==> src/rtl/irq_pkg.sv <==
package irq_pkg;
  typedef enum logic [1:0] {
    SENSE_LOW  = 2'b00,
    SENSE_ANY  = 2'b01,
    SENSE_FALL = 2'b10,
    SENSE_RISE = 2'b11
  } sense_e;
endpackage

==> src/rtl/irq_pin_sense.sv <==
module irq_pin_sense #(
  parameter int SYNC_STAGES = 2
) (
  input  logic            clk,
  input  logic            rst,
  input  logic            pin,
  input  irq_pkg::sense_e mode,
  output logic            hit,
  output logic            is_level,
  output logic            level_on
);
  logic [SYNC_STAGES-1:0] sync_q;
  logic                   prev_q;
  logic                   cur;

  // Synchronizer chain; idle-high reset so a quiet pin raises nothing.
  always_ff @(posedge clk) begin
    if (rst) begin
      sync_q <= '1;
      prev_q <= 1'b1;
    end else begin
      sync_q <= {sync_q[SYNC_STAGES-2:0], pin};
      prev_q <= sync_q[SYNC_STAGES-1];
    end
  end

  assign cur = sync_q[SYNC_STAGES-1];

  always_comb begin
    hit      = 1'b0;
    is_level = 1'b0;
    level_on = ~cur;
    unique case (mode)
      irq_pkg::SENSE_LOW:  is_level = 1'b1;
      irq_pkg::SENSE_ANY:  hit = cur ^ prev_q;
      irq_pkg::SENSE_FALL: hit = prev_q & ~cur;
      irq_pkg::SENSE_RISE: hit = cur & ~prev_q;
      default:             hit = 1'b0;
    endcase
  end
endmodule

==> src/rtl/irq_flag_cell.sv <==
module irq_flag_cell (
  input  logic clk,
  input  logic rst,
  input  logic is_cond,
  input  logic cond_val,
  input  logic set_evt,
  input  logic clr,
  output logic flag
);
  // Condition flags mirror their input; event flags latch, set beats clear.
  always_ff @(posedge clk) begin
    if (rst)          flag <= 1'b0;
    else if (is_cond) flag <= cond_val;
    else if (set_evt) flag <= 1'b1;
    else if (clr)     flag <= 1'b0;
  end
endmodule

==> src/rtl/irq_arbiter.sv <==
module irq_arbiter #(
  parameter int N     = 21,
  parameter int IDX_W = $clog2(N)
) (
  input  logic [N-1:0]     req,
  output logic             any,
  output logic [IDX_W-1:0] idx
);
  // Fixed priority: lowest index wins.
  always_comb begin
    any = |req;
    idx = '0;
    for (int i = N - 1; i >= 0; i--) begin
      if (req[i]) idx = IDX_W'(i);
    end
  end
endmodule

==> src/rtl/prio_irq_ctrl.sv <==
module prio_irq_ctrl #(
  parameter int NUM_SRC     = 21,
  parameter int NUM_PINS    = 3,
  parameter int NUM_PER     = NUM_SRC - 1 - NUM_PINS,
  parameter int ADDR_W      = 16,
  parameter int SYNC_STAGES = 2,
  parameter logic [NUM_PER-1:0] PER_COND_MASK = 'h1E000
) (
  input  logic                  clk,
  input  logic                  rst,
  input  logic                  instr_done,
  input  logic                  reti_strobe,
  input  logic                  gie_set,
  input  logic                  gie_clr,
  input  logic [NUM_SRC-1:0]    src_en,
  input  logic [NUM_SRC-1:0]    flag_w1c,
  input  logic                  rst_req,
  input  logic [NUM_PINS-1:0]   pin_in,
  input  logic [2*NUM_PINS-1:0] pin_mode,
  input  logic [NUM_PER-1:0]    per_req,
  output logic                  take,
  output logic                  push_pc,
  output logic [ADDR_W-1:0]     vec_addr,
  output logic                  gie,
  output logic [NUM_SRC-1:0]    pend
);
  localparam int IDX_W    = $clog2(NUM_SRC);
  localparam int PIN_BASE = 1;
  localparam int PER_BASE = 1 + NUM_PINS;

  logic [NUM_SRC-1:0] s_is_cond, s_cond, s_set, s_clr, s_take_clr, elig;
  logic               hold_q;
  logic               win_any, fire;
  logic [IDX_W-1:0]   win_idx;

  // Reset source: event type, fed by the request line.
  assign s_is_cond[0] = 1'b0;
  assign s_cond[0]    = 1'b0;
  assign s_set[0]     = rst_req;

  // External pins.
  for (genvar p = 0; p < NUM_PINS; p++) begin : g_pin
    logic hit, is_lvl, lvl_on;
    irq_pin_sense #(.SYNC_STAGES(SYNC_STAGES)) u_sense (
      .clk      (clk),
      .rst      (rst),
      .pin      (pin_in[p]),
      .mode     (irq_pkg::sense_e'(pin_mode[2*p +: 2])),
      .hit      (hit),
      .is_level (is_lvl),
      .level_on (lvl_on)
    );
    assign s_is_cond[PIN_BASE+p] = is_lvl;
    assign s_cond[PIN_BASE+p]    = lvl_on;
    assign s_set[PIN_BASE+p]     = hit;
  end

  // Peripheral requests, type chosen per source by parameter.
  for (genvar j = 0; j < NUM_PER; j++) begin : g_per
    if (PER_COND_MASK[j]) begin : g_cond
      assign s_is_cond[PER_BASE+j] = 1'b1;
      assign s_cond[PER_BASE+j]    = per_req[j];
      assign s_set[PER_BASE+j]     = 1'b0;
    end else begin : g_evt
      assign s_is_cond[PER_BASE+j] = 1'b0;
      assign s_cond[PER_BASE+j]    = 1'b0;
      assign s_set[PER_BASE+j]     = per_req[j];
    end
  end

  // Flag bank and eligibility.
  for (genvar i = 0; i < NUM_SRC; i++) begin : g_flag
    assign s_take_clr[i] = fire && (win_idx == IDX_W'(i));
    assign s_clr[i]      = s_take_clr[i] | flag_w1c[i];
    irq_flag_cell u_cell (
      .clk      (clk),
      .rst      (rst),
      .is_cond  (s_is_cond[i]),
      .cond_val (s_cond[i]),
      .set_evt  (s_set[i]),
      .clr      (s_clr[i]),
      .flag     (pend[i])
    );
    if (i == 0) begin : g_rst_elig
      assign elig[i] = pend[i];
    end else begin : g_src_elig
      assign elig[i] = pend[i] & src_en[i] & gie & ~hold_q & ~reti_strobe;
    end
  end

  irq_arbiter #(.N(NUM_SRC), .IDX_W(IDX_W)) u_arb (
    .req (elig),
    .any (win_any),
    .idx (win_idx)
  );

  assign fire = instr_done & win_any;

  // Global enable, post-return hold and registered take outputs.
  always_ff @(posedge clk) begin
    if (rst) begin
      gie      <= 1'b0;
      hold_q   <= 1'b0;
      take     <= 1'b0;
      push_pc  <= 1'b0;
      vec_addr <= '0;
    end else begin
      take    <= fire;
      push_pc <= fire;
      if (fire) vec_addr <= ADDR_W'({win_idx, 1'b0});

      if (fire)                       gie <= 1'b0;
      else if (reti_strobe | gie_set) gie <= 1'b1;
      else if (gie_clr)               gie <= 1'b0;

      if (reti_strobe)     hold_q <= 1'b1;
      else if (instr_done) hold_q <= 1'b0;
    end
  end
endmodule

==> config.mk <==
export PLATFORM = sky130hd
export DESIGN_NAME = prio_irq_ctrl
export DESIGN_NICKNAME = d
export VERILOG_FILES = /design/src/rtl/irq_pkg.sv /design/src/rtl/irq_pin_sense.sv /design/src/rtl/irq_flag_cell.sv /design/src/rtl/irq_arbiter.sv /design/src/rtl/prio_irq_ctrl.sv
export SDC_FILE = /design/constraint.sdc
export NUM_CORES = 1
export LEC_CHECK = 0
export ABC_AREA = 1
export CELL_PAD_IN_SITES_DETAIL_PLACEMENT = 1
export CELL_PAD_IN_SITES_GLOBAL_PLACEMENT = 1
export CORE_MARGIN = 3
export CORE_UTILIZATION = 30
export DETAILED_ROUTE_END_ITERATION = 12
export PLACE_DENSITY = 0.87
export RECOVER_POWER = 50
export SETUP_SLACK_MARGIN = 0.05
export SLEW_MARGIN = 15
export SYNTH_ARGS = -nofsm -noshare
export SYNTH_HDL_FRONTEND = slang
export SYNTH_SLANG_ARGS = --single-unit
export TNS_END_PERCENT = 10
==> constraint.sdc <==
create_clock -name clk -period 4.35 [get_ports clk]
set_input_delay 0.435 -clock clk [delete_from_list [all_inputs] [get_ports clk]]
set_output_delay 0.435 -clock clk [all_outputs]
set_load 0.05 [all_outputs]
Yosys cells after proc, flatten, opt, wreduce, memory -nomap -nowiden. Index checks and enable logic that the tools add are counted.

Bitwise logic cells: 116. Reduce and logical (&&, ||, !) cells: 42. Eq/ne operators: 25. Multiplexer cells: 68.

Operators with widths (number): $mux 5 (21); $and 1x1->1 (87); $mux 1 (44); $eq 5x4->1 const B (8); $reduce_bool 2->1 (16); $reduce_or 21->1 (1); $eq 5x3->1 const B (4); $or 1x1->1 (18); $logic_and 1x1->1 (17); $eq 2x2->1 const B (6); $eq 5x2->1 const B (2); $pmux 1 s3 (3); $reduce_bool 3->1 (3); $not 1->1 (8); $eq 2x1->1 const B (3); $logic_not 2->1 (3); $eq 5x1->1 const B (1); $eq 5x5->1 const B (1); $logic_not 5->1 (1); $xor 1x1->1 (3); $reduce_or 2->1 (1).

Register bits after elaboration: 38. Input port bits: 75. Output and inout bits: 40.

Logic depth before layout (Yosys ltp). Gate-level depths: netlist of the first run.

Depth in word-level cells: 31. Depth in mapped cells: 24.

Modules after synthesis. Synthesis of the first run repeated with hierarchy kept, for this count alone.

Cells, all modules: 486. Area, all modules: 2879.0 µm².

Modules (own cells, without submodules): irq_flag_cell (instances 21, area each 56.3 µm², sequential area each 20.0 µm², cells each 9); prio_irq_ctrl (instances 1, area each 967.2 µm², sequential area each 160.2 µm², cells each 177); irq_pin_sense (instances 3, area each 146.4 µm², sequential area each 60.1 µm², cells each 18); irq_arbiter (instances 1, area each 290.3 µm², sequential area each 0.0 µm², cells each 66).

Worst setup path before layout of the first run. OpenSTA, ideal clock, no wires.

Path kind: reg-to-reg. Start point: register gie. End point: register g_flag[15].u_cell.flag. Path slack: 1.955 ns. Path buffers: 2. Stages on the path, launching flop included: 12. Data arrival time: 2.259 ns. Required time: 4.215 ns. Clock period less this slack: 2.395 ns. Cell sequence: dfxtp_1 > buf_4 > buf_2 > nand4_2 > o41ai_1 > nand2_1 > nand2_1 > nand3_4 > nor3b_4 > nand4_1 > nand3b_1 > a21oi_1.

Cells in the longest elaborated chain, start to end: 28.

Ends and longest elaborated chain: start, declared (RTL line prio_irq_ctrl.sv:24) `output logic gie,`; start signal, assigned (RTL line prio_irq_ctrl.sv:102) `gie <= 1'b0;`; start signal, assigned (RTL line prio_irq_ctrl.sv:112) `if (fire) gie <= 1'b0;`; start signal, assigned (RTL line prio_irq_ctrl.sv:113) `else if (reti_strobe | gie_set) gie <= 1'b1;`; $and 1x1->1 (3 in series) (RTL line prio_irq_ctrl.sv:87) `assign elig[i] = pend[i] & src_en[i] & gie & ~hold_q & ~reti_strobe;`; $mux 5 (21 in series) (RTL line irq_arbiter.sv:14) `if (req[i]) idx = IDX_W'(i);`; $eq 5x4->1 (RTL line prio_irq_ctrl.sv:73) `assign s_take_clr[i] = fire && (win_idx == IDX_W'(i));`; $logic_and 1x1->1 (*) (RTL line prio_irq_ctrl.sv:73); $or 1x1->1 (*) (RTL line prio_irq_ctrl.sv:74) `assign s_clr[i] = s_take_clr[i] | flag_w1c[i];`; $reduce_bool 2->1 (no line) (*); end signal, assigned (RTL line irq_flag_cell.sv:13) `else if (is_cond) flag <= cond_val;`; end, declared (RTL line irq_flag_cell.sv:8) `output logic flag`.

Every way passes the cells marked *; elsewhere a longest branch is shown, timed or not. A chain may end at the register's enable or synchronous reset.

Final worst setup path of the first run.
Start point: input reti_strobe. End point: register g_flag[12].u_cell.flag.

Cells in the longest elaborated chain, start to end: 27.

Ends and longest elaborated chain: start, declared (RTL line prio_irq_ctrl.sv:12) `input logic reti_strobe,`; $not 1->1 (*) (RTL line prio_irq_ctrl.sv:87); $and 1x1->1 (RTL line prio_irq_ctrl.sv:87); $mux 5 (21 in series) (RTL line irq_arbiter.sv:14); $eq 5x4->1 (RTL line prio_irq_ctrl.sv:73); $logic_and 1x1->1 (*) (RTL line prio_irq_ctrl.sv:73); $or 1x1->1 (*) (RTL line prio_irq_ctrl.sv:74); $reduce_bool 2->1 (no line) (*); end signal, assigned (RTL line irq_flag_cell.sv:13); end, declared (RTL line irq_flag_cell.sv:8).

Marked as above.

==> results of run 1 <==
-- cells by family after synthesis --
| group | after synthesis | share of synthesized area |
|---|---|---|
| other | 1 | 0.001566 |
| buffers and inverters | 90 | 0.2027 |
| DFF | 38 | 0.3177 |
| AOI/OAI and AO/OA | 39 | 0.1071 |
| and+or+nand+nor | 146 | 0.3396 |
| adders and majority gates | 6 | 0.03135 |
-- final cells by class --
| cell class | count | share of cell area |
|---|---|---|
| clock buffers | 6 | 0.02468 |
| clock inverters | 2 | 0.003740 |
| inverters | 50 | 0.05610 |
| multi-input cells | 202 | 0.3545 |
| flip-flops and latches | 38 | 0.2274 |
| well taps | 99 | 0.03702 |
| repair buffers | 100 | 0.2966 |
-- power groups by stage --
stage	Clock [uW]	Combinational (uW)	Sequential, uW
2_1_floorplan	0	189	396
3_3_place_gp	0	285	388
3_5_place_dp	0	291	388
4_1_cts	270	293	380
5_1_grt	284	309	382
6_report	261	287	379
-- worst paths after layout --
check	endpoint	slack (ns)	cells past startpoint
worst min register to register	g_pin[0].u_sense.sync_q[1]	0.42	1
worst max-delay path	g_flag[12].u_cell.flag	1.27	23
worst min-delay path	g_pin[0].u_sense.sync_q[1]	0.42	1
worst max register to register	g_flag[12].u_cell.flag	1.58	22
-- layout by cell type (no fill, tap or decap), drive strengths merged, types with 7 or more instances in the layout --
cell type and count:
clkdlybuf4s50 78, nand2 46, conb 11, dlygate4sd3 20, nand4 26, nand3 19
nor2 35, dfxtp 38, a21oi 22, clkbuf 7, o21ai 10, inv 49
-- sequential cells by signal, summed over array words and instances, names as in the netlist --
register              count
vec_addr                  5
g_pin.u_sense.sync_q      6
hold_q                    1
g_pin.u_sense.prev_q      3
push_pc                   1
g_flag.u_cell.flag       21
gie                       1
-- through the flow --
| stage | power [uW] | hold slack, ns | cell area, um2 |
|---|---|---|---|
| CTS | 943.7 | 0.4195 | 3349 |
| global placement | 672.8 | 0.3914 | 3254 |
| detailed placement | 679.8 | 0.3998 | 3254 |
| floorplan | 585.2 | 0.3895 | 2432 |
| global route | 975.1 | 0.4219 | 3346 |
| finish | 927.3 | 0.4174 | 3346 |
-- routing by layer --
metal  global-route usage  part of all wire
met1               0.1863              0.42
met3              0.03788             0.068
met2               0.2904              0.50
met4              0.03606            0.0099
met5                    0                 0
-- critical path, stage by stage --
cell and delay (ns):
clkdlybuf4s50_1 0.49, nor2_4 0.48, nand4_1 0.25, nand2_1 0.13
nand2_1 0.05, nand2_1 0.06, nand2_1 0.05, nand2_1 0.05
nand2_1 0.05, nand2_1 0.06, nand2_1 0.05, nand2_1 0.06
nand2_1 0.05, nand2_1 0.05, nand2_1 0.05, nand2_1 0.07
nand2_2 0.10, nand2_2 0.14, nand2_2 0.14, nand2_4 0.13
nand3_1 0.11, nand2_1 0.09, a21oi_2 0.05
==> impl_metrics.yaml, run 1 <==
cts:
  clk_pin_slew_worst_paths_ns: 0.08
  ctsResizeCount: 0
  post_cts_buffers: 0
  clk_latency_ns: 0.29
  ctsHtreeMaxLevel: 2
  cts-buffers-inserted: 5
  cts_tree: "built"
  clock-root-buffer: "clkbuf_8"
  clockBufferDepth: 2
  cts_sinks: 38
  hold_buffers: 0
pwr:
  p_per_area_mw_per_mm2: 277.2
  leakage_uw: 0.001554
  power.share.clock: 0.282
  swShare: 0.3457
  pwr-share-comb: 0.309
  seq_power_share: 0.409
  peakVddDrop_mv: 0.1488
  p_sw_uw: 320.5
  power.internal_uw: 606.7
worst_hold_path:
  hp-class: "flip-flop to flip-flop"
  min-delay-start: "g_pin[0].u_sense.sync_q[0]"
critical_path:
  crit_path_start_kind: "primary input"
  crit_required_ns: 4.47
  reg2reg_from: "hold_q"
  crit_type: "primary input to flip-flop"
  path_max_fanout: 22
  end_kind: "flip-flop"
  crit_start: "reti_strobe"
  arrival_ns: 3.21
route:
  first_pass_iters: 4
  via_per_inst: 4.680
  drt_iter0_markers: 46
  vias: 2326
  drc: 0
  routed_wl_mm: 7.137
  routedWlPerCell_um: 14.36
  ant_nets: 0
layout:
  post-route-util: 0.4469
  multiInputGateArea_mm2: 0.001186
  fillCellCount: 912
  antenna_cells: 0
  nets: 478
  seq_area_um2: 760.7
  fin_cells: 497
  syn_to_final_growth_pct: 39.71
  drive_gt1_frac: 0.1206
synth:
  synth_area_per_cell_um2: 7.484
  ys.flop_type: "dfxtp_1"
  yosys_register_bits: 38
  synth-edff-count: 0
  yosys.area.top_type: "dfxtp_1"
  synth.area.top_cells: "dfxtp_1 32%, buf_4 11%, inv_1 6.9%, nand2_1 6.4%, nand4_1 5.5%"
  yosysUniqueCellTypes: 40
  synth_most_common_cell: "inv_1"
  yosysSeqAreaShare: 0.3177
  syn_inst: 320
  yosys-top-cells-count: "44 x inv_1, 41 x nand2_1, 38 x dfxtp_1, 34 x buf_4, 32 x nor2_1"
  ys_warn_count: 0
  synth.top_cell.area_share: 0.3177
  synthArstFlopShare: 0
  netlist_area_mm2: 0.002395
floorplanning:
  initial_core_util: 0.3199
  die_area_mm2: 0.009091
  io_pins: 115
  placementRows: 31
  die_h_um: 95.35
  fp.dieW_um: 95.35
  core_mm2: 0.007486
grt:
  grt_pass1_wl_mm: 11.16
  antenna_found_initial: 0
  grt_max_degree: 30
  grt.overflow.total: 0
  gr-usage-all-layers: 0.1589
  first_global_vias: 2409
sta:
  tightest_slew_ns: 1.501
  finClkSkew_ns: 0.004253
  maxClockFrequency_mhz: 324.6
  fin_crit_ns: 3.081
  timing.final.crit_share: 0.7083
  setup_viol_count_final: 0
  slew_headroom: -0.0007809
  fin_ws_ns: 1.269
  finalSetupTns_ns: 0
  slew_violations: 29
  rsz0062_at_grt: "false"
  hold_viol: 0
place:
  post-place-ws_ns: 0.9505
  numPortBuffers: 98
  routabilityCongestion: 0.8314
  dp.cells: 489
  dpl.hpwl_mm: 5.747
status:
  status: "complete, but fails checks"
  violations: "max-capacitance violations, max-slew violations"
run:
  max-cap-violations: 1
No activity file was read; power rests on OpenSTA's default activity.
==> run 2: changes to the inputs <==
Settings changed: CORE_UTILIZATION 30 to 25, PLACE_DENSITY 0.87 to 0.78.
Clock period 4.35 ns to 2.6 ns, I/O delays scaled along.
==> run 2 against run 1 <==
  * The flow now finishes without violations
  * Via count is 1.8% higher
  * Critical path depth decreased by 9
  * Register-to-register slack got worse by 1.2 ns
  * Worst setup slack got worse by 0.94 ns
  * Core utilization down 6.8 points
  * Non-clock buffer count up 15
  * Sequential power increased by 69%
  * Total power grew 78%
  * Critical endpoint is now g_flag[15].u_cell.flag
  * Critical path type is now flip-flop to flip-flop
==> impl_metrics.yaml, run 2 (synthesized netlist as in run 1, its figures left out) <==
cts:
  cts-buffers-inserted: 5
  cts_sinks: 38
  clk_pin_slew_worst_paths_ns: 0.08
  hold_buffers: 0
  clk_latency_ns: 0.29
  clockBufferDepth: 2
  clock-root-buffer: "clkbuf_8"
  ctsHtreeMaxLevel: 2
  cts_tree: "built"
layout:
  mostFrequentLayoutCells: "77 x clkdlybuf4s50_1, 44 x inv_1, 41 x nand2_1, 37 x dfxtp_1, 31 x nor2_1"
  largest_reg_flops: 21
  largest-register: "g_flag.u_cell.flag"
  layout_commonest_cell: "clkdlybuf4s50_1"
  nets: 493
  antenna_cells: 0
  biggestRegsByFlops: "g_flag.u_cell.flag x21, g_pin.u_sense.sync_q x6, vec_addr x5"
  syn_to_final_growth_pct: 47.02
  drive_gt1_frac: 0.1598
  fillCellCount: 1150
floorplanning:
  initial_core_util: 0.2580
  core_mm2: 0.009284
  io_pins: 115
  fp.dieW_um: 103.9
  die_h_um: 103.9
  placementRows: 35
  die_area_mm2: 0.01079
place:
  post-place-ws_ns: -0.1426
  numPortBuffers: 98
  routabilityCongestion: 0.8760
  dpl.hpwl_mm: 6.192
pwr:
  seq_power_share: 0.388
  peakVddDrop_mv: 0.2638
  p_sw_uw: 544.3
  power.internal_uw: 1108
  leakage_uw: 0.001649
  power.share.clock: 0.306
  p_per_area_mw_per_mm2: 469.2
  pwr-share-comb: 0.306
  swShare: 0.3295
critical_path:
  end_kind: "flip-flop"
  crit_type: "flip-flop to flip-flop"
  crit_required_ns: 2.77
  arrival_ns: 2.43
  path_max_fanout: 8
  crit_path_start_kind: "flip-flop"
grt:
  grt_pass1_wl_mm: 12.16
  antenna_found_initial: 0
  grt_max_degree: 30
  first_global_vias: 2503
  gr-usage-all-layers: 0.1394
  grt.overflow.total: 0
sta:
  tightest_slew_ns: 0.5521
  fin_ws_ns: 0.3332
  holdWs_ns: 0.4142
  slew_violations: 0
  setup_viol_count_final: 0
  slew_headroom: 0.6307
  fin_crit_ns: 2.267
  rsz0062_at_grt: "false"
  timing.final.crit_share: 0.8719
  hold_viol: 0
  maxClockFrequency_mhz: 441.1
  finClkSkew_ns: 0.003463
route:
  ant_nets: 0
  routedWlPerCell_um: 14.03
  routed_wl_mm: 7.603
  first_pass_iters: 4
  drc: 0
  via_per_inst: 4.371
  vias: 2369
  drt_iter0_markers: 81
status:
  status: "complete, no violations"
run:
  max-cap-violations: 0
worst_hold_path:
  hp-class: "flip-flop to flip-flop"
run 2: cell count changes in the layout (fill, tap and decap cells not counted), sizes merged:
cell / previous run / this run
buf: 1 / 17
clkbuf: 7 / 5
bufinv: 0 / 1
clkdlybuf4s50: 78 / 77
clkinv: 2 / 3
clkinvlp: 1 / 0
dlymetal6s2s: 0 / 1
run 2: through the flow:
| stage | instance area, um2 | utilization | power [uW] | setup TNS [ns] | instances |
|---|---|---|---|---|---|
| detailed placement | 3390 | 0.3651 | 1164 | -0.9542 | 532 |
| CTS | 3498 | 0.3768 | 1683 | 0 | 540 |
| global route | 3521 | 0.3792 | 1740 | 0 | 542 |
| finish | 3521 | 0.3792 | 1652 | 0 | 542 |
| floorplan | 2432 | - | 979.0 | 0 | 330 |
| global placement | 3390 | 0.3651 | 1152 | -0.2280 | 532 |
run 2: path summary, 6_finish.rpt:
path	startpoint	to	slack (ns)	depth (start not counted)
setup / recovery	hold_q	g_flag[15].u_cell.flag	0.33	14
hold / removal	g_pin[0].u_sense.sync_q[0]	g_pin[0].u_sense.sync_q[1]	0.41	1
setup reg to reg	hold_q	g_flag[15].u_cell.flag	0.33	14
hold reg to reg	g_pin[0].u_sense.sync_q[0]	g_pin[0].u_sense.sync_q[1]	0.41	1
run 2: critical path, cell delays in order (launching register included):
cell and delay, ns:
dfxtp_1 0.33, nor2_4 0.22, buf_4 0.17, inv_2 0.03, o21ai_2 0.17, a31oi_1 0.10
nor2_1 0.11, nor2_1 0.05, nor2_1 0.12, o211ai_1 0.16, a21oi_4 0.17, buf_4 0.17
nand4_1 0.15, nand3b_1 0.13, a21oi_1 0.06
run 2: timing repair:
item	CTS	global route
resized for setup	0	4
setup buffers	0	1
setup endpoints to repair	0	16
run 2: metal layers:
layer  vias to the layer above  track usage  part of all wire
li1                       1183            -                 -
met1                      1116       0.1626              0.42
met2                        66       0.2484              0.51
met3                         4      0.04097             0.062
met4                         0      0.03704            0.0076
met5                         -            0                 0
run 2: final cells by class:
cell class                      count  area, um2  area share
Clock inverter                      3      40.04     0.01137
Clock buffer                        5      68.82     0.01955
Timing Repair Buffer              115       1112      0.3159
Multi-Input combinational cell    202       1189      0.3376
Sequential cell                    38      762.0      0.2164
Tap cell                          129      161.4     0.04584
Inverter                           50      187.7     0.05330
run 2: power groups by stage:
| stage | combinational (uW) | clock, uW | sequential (uW) |
|---|---|---|---|
| 6_report | 505 | 506 | 641 |
| 3_5_place_dp | 508 | 0 | 656 |
| 2_1_floorplan | 316 | 0 | 663 |
| 5_1_grt | 544 | 551 | 646 |
| 3_3_place_gp | 499 | 0 | 653 |
| 4_1_cts | 511 | 530 | 642 |
